**config.mk**
```make
export PLATFORM = sky130hd
export DESIGN_NAME = sr_port_expander
export DESIGN_NICKNAME = d
export VERILOG_FILES = /design/src/rtl/sr_port_expander.sv
export SDC_FILE = /design/constraint.sdc
export NUM_CORES = 1
export LEC_CHECK = 0
export BUFFER_PORTS_ARGS = -buffer_cell sky130_fd_sc_hd__clkbuf_2
export CAP_MARGIN = 40
export CORE_UTILIZATION = 58
export DETAILED_ROUTE_END_ITERATION = 12
export GPL_ROUTABILITY_DRIVEN = 0
export GPL_TIMING_DRIVEN = 1
export HOLD_SLACK_MARGIN = 0.12
export PLACE_DENSITY = 0.78
export SLEW_MARGIN = 5
export SYNTH_ARGS = -nofsm -noshare
export SYNTH_HDL_FRONTEND = slang
export SYNTH_SLANG_ARGS = --single-unit
export TNS_END_PERCENT = 10
```
**constraint.sdc**
```tcl
create_clock -name clk -period 2.31 [get_ports clk]
set_clock_uncertainty 0.05 [all_clocks]
set_input_delay 0.1155 -clock clk [delete_from_list [all_inputs] [get_ports clk]]
set_output_delay 0.1155 -clock clk [all_outputs]
set_load 0.01 [all_outputs]
```
**src/rtl/sr_port_expander.sv**
```systemverilog
module sr_port_expander #(
  parameter int PORTS = 6,
  parameter int PW    = 8,
  parameter int DIV   = 4
) (
  input  logic                  clk,
  input  logic                  rst_n,
  input  logic                  cmd_valid,
  input  logic [1:0]            cmd_op,
  input  logic [PORTS*PW-1:0]   cmd_data,
  output logic                  busy,
  output logic                  done,
  output logic [PORTS*PW-1:0]   rd_data,
  output logic                  sclk,
  output logic                  sdo,
  output logic                  out_latch,
  output logic                  in_load_n,
  input  logic                  sdi
);
  localparam int DW  = PORTS * PW;
  localparam int CW  = DW + PW;
  localparam int DCW = (DIV > 1) ? $clog2(DIV) : 1;
  localparam int BCW = $clog2(CW + 1);

  typedef enum logic [1:0] {S_IDLE, S_LOAD, S_SHIFT, S_LATCH} st_t;

  st_t              state;
  logic [DCW-1:0]   dcnt;
  logic [BCW-1:0]   bcnt;
  logic             is_rd;
  logic             sclk_r;
  logic             done_r;
  logic [CW-1:0]    tx_sh;
  logic [DW-1:0]    rx_sh;
  logic [DW-1:0]    rx_ord;
  logic [DW-1:0]    data_q;
  logic [DW-1:0]    rd_q;
  logic [PORTS-1:0] en_q;

  wire             accept = cmd_valid && (state == S_IDLE) && (cmd_op != 2'b00);
  wire             half   = (dcnt == DCW'(DIV - 1));
  wire [BCW-1:0]   last   = is_rd ? BCW'(DW - 1) : BCW'(CW - 1);

  for (genvar p = 0; p < PORTS; p++) begin : g_ord
    assign rx_ord[p*PW +: PW] = rx_sh[DW-PW*(p+1) +: PW];
  end

  always_ff @(posedge clk or negedge rst_n) begin
    if (!rst_n) begin
      state  <= S_IDLE;
      dcnt   <= '0;
      bcnt   <= '0;
      is_rd  <= 1'b0;
      sclk_r <= 1'b0;
      done_r <= 1'b0;
      tx_sh  <= '0;
      rx_sh  <= '0;
      data_q <= '0;
      rd_q   <= '0;
      en_q   <= '0;
    end else begin
      done_r <= 1'b0;
      case (state)
        S_IDLE: if (accept) begin
          dcnt   <= '0;
          bcnt   <= '0;
          sclk_r <= 1'b0;
          case (cmd_op)
            2'b01: begin
              data_q <= cmd_data;
              tx_sh  <= {{(PW-PORTS){1'b0}}, en_q, cmd_data};
              is_rd  <= 1'b0;
              state  <= S_SHIFT;
            end
            2'b10: begin
              en_q  <= cmd_data[PORTS-1:0];
              tx_sh <= {{(PW-PORTS){1'b0}}, cmd_data[PORTS-1:0], data_q};
              is_rd <= 1'b0;
              state <= S_SHIFT;
            end
            default: begin
              is_rd <= 1'b1;
              state <= S_LOAD;
            end
          endcase
        end
        S_LOAD: state <= S_SHIFT;
        S_SHIFT: begin
          if (half) begin
            dcnt <= '0;
            if (!sclk_r) begin
              sclk_r <= 1'b1;
              if (is_rd) rx_sh <= {rx_sh[DW-2:0], sdi};
            end else begin
              sclk_r <= 1'b0;
              tx_sh  <= {tx_sh[CW-2:0], 1'b0};
              bcnt   <= bcnt + 1'b1;
              if (bcnt == last) begin
                if (is_rd) begin
                  state  <= S_IDLE;
                  done_r <= 1'b1;
                  rd_q   <= rx_ord;
                end else begin
                  state <= S_LATCH;
                end
              end
            end
          end else begin
            dcnt <= dcnt + 1'b1;
          end
        end
        S_LATCH: begin
          state  <= S_IDLE;
          done_r <= 1'b1;
        end
        default: state <= S_IDLE;
      endcase
    end
  end

  assign busy      = (state != S_IDLE);
  assign done      = done_r;
  assign rd_data   = rd_q;
  assign sclk      = sclk_r;
  assign sdo       = tx_sh[CW-1];
  assign out_latch = (state == S_LATCH);
  assign in_load_n = (state != S_LOAD);

endmodule

```
==> results of run 1 <==
## kinds of logic (layout without fill, tap and decap cells)
family	after synthesis	in the layout	share of synthesized area (%)
buffers and inverters	72	252	3.48
adder cells (fa/ha/maj)	5	5	0.650
flip-flops	219	219	56.9
multiplexers	314	314	35.3
AO/OA/AOI/OAI	15	15	1.08
AND/OR/NAND/NOR	42	42	2.55
## metrics by stage
step | hold slack [ns] | cells | worst slack (ns) | power, mW | util [%]
after floorplan | -0.230 | 667 | 0.275 | 7.54 | -
after global routing | 0.154 | 1063 | 0.114 | 12.7 | 73.5
after global placement | 0.0919 | 967 | 0.300 | 8.09 | 65.4
after CTS | 0.140 | 1063 | 0.215 | 12.1 | 73.5
after detailed placement | 0.0970 | 967 | 0.234 | 8.34 | 65.4
final | 0.123 | 1063 | 0.222 | 11.9 | 73.5
## placed cells by master (no fill, tap or decap), drive strengths merged, types with 2 or more instances in the layout
master / synthesis / layout
dfrtp: 219 / 219
mux2: 208 / 208
clkbuf: 9 / 146
mux2i: 106 / 106
dlygate4sd3: 0 / 53
inv: 33 / 33
buf: 30 / 16
nand2: 13 / 13
nand3: 6 / 6
ha: 5 / 5
clkinv: 0 / 4
o21ai: 3 / 3
o211ai: 3 / 3
or4: 3 / 3
nand2b: 3 / 3
nor3: 3 / 3
nand3b: 2 / 2
nor2: 2 / 2
a21oi: 2 / 2
## power by group
group	switching, mW	internal, mW	leakage (nW)
Combinational	1.40	1.52	2.63
Clock	1.42	2.20	0.382
Sequential	0.507	4.90	2.84
## final cells by class
type / instances / area, um^2
well taps: 216 / 270
repair buffers: 176 / 1310
clock inverters: 4 / 20.0
multi-input cells: 376 / 3850
fillers: 1063 / 4260
clock buffers: 39 / 748
inverters: 33 / 124
flip-flops and latches: 219 / 5480
## registers in the layout, summed over array words and instances, names as in the netlist
register and cells:
tx_sh 56, dcnt 2, done 1, rd_data 48, is_rd 1, rx_sh 48
data_q 48, sclk 1, en_q 6, state 2, bcnt 6
## worst paths after layout
check,to,slack (ns),depth (start not counted)
max reg2reg,rd_data[33]$_DFFE_PN0P_,0.22,5
min,rd_data[21]$_DFFE_PN0P_,0.12,2
max in group asynchronous,tx_sh[47]$_DFFE_PN0P_,1.39,3
max,rd_data[33]$_DFFE_PN0P_,0.22,5
min reg2reg,rd_data[20]$_DFFE_PN0P_,0.43,1
min in group clk,state[1]$_DFFE_PN0P_,0.20,5
## metal layers
| metal | up-vias | GRT usage [%] | wire length (um) |
|---|---|---|---|
| li1 | 2684 | - | - |
| met5 | - | 0 | 0 |
| met1 | 2852 | 28.1 | 7620 |
| met3 | 18 | 3.66 | 577 |
| met2 | 100 | 36.7 | 8680 |
| met4 | 0 | 5.95 | 263 |
## critical path, delay by kind of cell (launching register included)
| kind | cells | cell delay [ns] |
|---|---|---|
| DFF | 1 | 0.43 |
| muxes | 1 | 0.37 |
| adders and majority gates | 1 | 0.23 |
| buffers and inverters | 1 | 0.31 |
| and+or+nand+nor | 2 | 0.57 |
==> flow_metrics.tcl, run 1 <==
set metrics [dict create \
    outcome "complete, no violations" \
    cts_made_buffers 24 \
    reg2reg_from "bcnt[0]$_DFFE_PN0P_" \
    leakagePower_nw 5.86 \
    synth_edf_count 0 \
    timing.fmax_mhz 479 \
    final_max_slew_viol_count 0 \
    ios 108 \
    place_hpwl_mm 10.9 \
    drive_above_1_share_pct 23.3 \
    wl_per_cell_um 16.1 \
    die_w_um 131 \
    crit_path_end_kind "flop" \
    crit_required_ns 2.63 \
    cts_setup_buffers 0 \
    ys_warn_count 0 \
    hold_class "in -> async" \
    synthTopCellsByCount "dfrtp_1, mux2_1, mux2i_1, inv_1, mux2_2" \
    antenna_cells 0 \
    clockBufferDepth 3 \
    fin_crit_ns 2.09 \
    power_density_nw_per_um2 1010 \
    first_global_vias 6078 \
    worst_pin_slew_ns 0.602 \
    numPortBuffers 107 \
    ctsResizeCount 0 \
    grt_max_degree 64 \
    critPathLaunch "bcnt[0]$_DFFE_PN0P_" \
    cp_cell_sequence "ha_1, nand3_1, nor4_4, buf_12, mux2_1" \
    insertion_delay_ns 0.50 \
    syn-num-nets 726 \
    cts_root_buffer "clkbuf_16" \
    die_h_um 131 \
    crit_path_top_delay_cell "dfrtp_1" \
    critical_path_class "reg -> reg" \
    path_clk_slew_ns 0.06 \
    firstDrtPassIters 4 \
    synth_top_cell_by_area "dfrtp_1" \
    critPathMaxStageDelay_ns 0.43 \
    route.detailed.drc 0 \
    nNetsFinal 889 \
    peakVddDrop_v 0.000717 \
    fp-row-count 46 \
    seq_area_frac_synth_pct 56.9 \
    antenna_found_initial 0 \
    startpoint_type "flop" \
    hold_viol_final 0 \
    syn_avg_cell_area_um2 14.4 \
    grt_usage_pct 21.4 \
    grt_overflow_total 0 \
    synth.ff_latch_count 219 \
    wl_mm 17.1 \
    synthCells 667 \
    relSlewSlack_pct 59.8 \
    syn_to_final_growth_pct 22.5 \
    holdBufCountCts 53 \
    finalInstanceArea_um2 11800 \
    setup-violations-final 0 \
    setup_tns_ns 0 \
    netlist.area_leader.share_pct 56.9 \
    post_dp_cell_area_um2 10500 \
    num_vias 5654 \
    maxCapViolCount 0 \
    first_iter_violations 217 \
    cts_tree "done" \
    critPathMaxFanout 49 \
    synthTopCellsByArea "dfrtp_1, mux2_1, mux2i_1, mux2_2, inv_1" \
    synth_flop_cell "dfrtp_1" \
    postRouteAntennaNets 0 \
    core-area_um2 16100 \
    synth.distinct_cells 39 \
    grt_pass1_wl_mm 29.1 \
    arrival_ns 2.41 \
    dieArea_um2 17100 \
    cts_sinks 219 \
    rsz0062_at_grt "false" \
    period_share_pct 90.4 \
    start_util_pct 60.0 \
    async_flop_share_pct 100 \
    viasPerCell 5.32 \
    h-tree-depth 1 \
    synth.most_common_cell "dfrtp_1" \
    syn-cell-area_um2 9630 \
]
Note: power is estimated with default switching activity, not from simulation.
==> inputs of run 2 (changes only) <==
- PLACE_DENSITY: 0.78 -> 0.76
==> flow_metrics.tcl, run 2 (synthesis results as in run 1) <==
set metrics [dict create \
    setup_tns_ns 0 \
    reg2reg_from "bcnt[0]$_DFFE_PN0P_" \
    period_share_pct 94.1 \
    first_iter_violations 249 \
    final_common_cell "dfrtp_1" \
    firstDrtPassIters 4 \
    clockBufferDepth 3 \
    fin_crit_ns 2.17 \
    grt_pass1_wl_mm 29.4 \
    crit_family "buffers and inverters" \
    power_density_nw_per_um2 1020 \
    reg2reg_depth 5 \
    hold_viol_final 0 \
    die_h_um 131 \
    wl_mm 17.3 \
    cts_tree "done" \
    rsz0062_at_grt "false" \
    antenna_found_initial 0 \
    cp_cell_sequence "dlygate4sd3_1, clkbuf_2, inv_1, ha_1, or4b_1, a21oi_4, buf_12, mux2_1" \
    final_max_slew_viol_count 0 \
    place_hpwl_mm 11.0 \
    worst_pin_slew_ns 0.703 \
    relSlewSlack_pct 53.1 \
    leakagePower_nw 5.87 \
    crit_required_ns 2.64 \
    startpoint_type "input pin" \
    critPathMaxFanout 56 \
    start_util_pct 60.0 \
    grt_max_degree 86 \
    p_clk_share_pct 31.0 \
    fp-row-count 46 \
    p_seq_share_pct 44.8 \
    route.detailed.drc 0 \
    critical_path_class "in -> reg" \
    grt_overflow_total 0 \
    die_w_um 131 \
    core-area_um2 16100 \
    p_int_mw 8.70 \
    maxCapViolCount 0 \
    mostFrequentLayoutCells "dfrtp_1, mux2_1, mux2i_1, clkbuf_2, dlygate4sd3_1" \
    grt_usage_pct 21.8 \
    crit_path_top_delay_cell "or4b_1" \
    switching_share_pct 27.8 \
    cts_made_buffers 23 \
    first_global_vias 5935 \
    insertion_delay_ns 0.49 \
    viasPerCell 5.33 \
    power_frac_comb_pct 24.2 \
    hold_class "in -> async" \
    setup-violations-final 0 \
    timing.fmax_mhz 460 \
    h-tree-depth 1 \
    num_vias 5665 \
    finalInstanceArea_um2 11800 \
    drive_above_1_share_pct 23.4 \
    ios 108 \
    crit_path_end_kind "flop" \
    dieArea_um2 17100 \
    critical_path.n_buffers_inverters 4 \
    arrival_ns 2.50 \
    numPortBuffers 107 \
    nNetsFinal 890 \
    post_dp_cell_area_um2 10500 \
    peakVddDrop_v 0.000704 \
    cts_sinks 219 \
    antenna_cells 0 \
    top_register "tx_sh" \
    outcome "complete, no violations" \
    crit_cells 8 \
    ctsResizeCount 0 \
    p_switching_mw 3.35 \
    wl_per_cell_um 16.3 \
    critPathMaxStageDelay_ns 0.55 \
    n_fill_cell 1077 \
    critPathLaunch "cmd_op[0]" \
    syn_to_final_growth_pct 22.5 \
    cts_root_buffer "clkbuf_16" \
    postRouteAntennaNets 0 \
    path_clk_slew_ns 0.06 \
    p_total_mw 12.1 \
    largest_register_ffs 56 \
]
==> run 2: cell types whose count changed in the layout (fill, tap and decap cells not counted), sizes merged <==
cell    change
bufinv      +3
clkinv      +1
buf         +2
clkbuf      -6
==> run 2: cell type report <==
class | count | area [um^2] | area share, %
inverters | 33 | 124 | 1.05
repair buffers | 178 | 1310 | 11.1
clock inverters | 8 | 115 | 0.975
flip-flops and latches | 219 | 5480 | 46.4
multi-input cells | 376 | 3850 | 32.6
clock buffers | 33 | 653 | 5.53
well taps | 216 | 270 | 2.29
==> run 2: power by group through the flow <==
stage	sequential [mW]	clock (mW)	combinational [mW]
after global placement	5.38	0	2.72
final	5.40	3.73	2.92
after CTS	5.39	3.83	2.96
after global routing	5.52	3.98	3.24
after floorplan	5.30	0	2.24
after detailed placement	5.45	0	2.87
==> run 2: final timing paths <==
check | end | slack (ns)
max | tx_sh[48]$_DFFE_PN0P_ | 0.14
min | rd_data[19]$_DFFE_PN0P_ | 0.18
max reg2reg | rd_data[33]$_DFFE_PN0P_ | 0.21
min reg2reg | rd_data[35]$_DFFE_PN0P_ | 0.43
max in group asynchronous | data_q[18]$_DFFE_PN0P_ | 1.29
min in group clk | rx_sh[0]$_DFFE_PN0P_ | 0.33
==> run 2: timing repair <==
action,CTS,global route
setup buffers,0,0
hold endpoints to repair,224,0
hold buffers,53,0
==> run 2: routing by layer <==
metal / track usage [%] / vias up / share of wire [%]
met5: 0 / - / 0
met4: 6.02 / 0 / 1.4
met3: 3.18 / 20 / 3.7
met2: 37.2 / 98 / 50
met1: 29.3 / 2865 / 45
li1: - / 2682 / -
==> run 2: per-stage QoR <==
step           utilization [%]  instances  setup slack (ns)  hold WS (ns)
6_report                  73.5       1063             0.137         0.182
5_1_grt                   73.5       1063           0.00648         0.257
4_1_cts                   73.5       1063             0.147         0.217
3_5_place_dp              65.4        969             0.170         0.168
3_3_place_gp              65.4        969             0.212         0.162
2_1_floorplan                -        667             0.275        -0.230
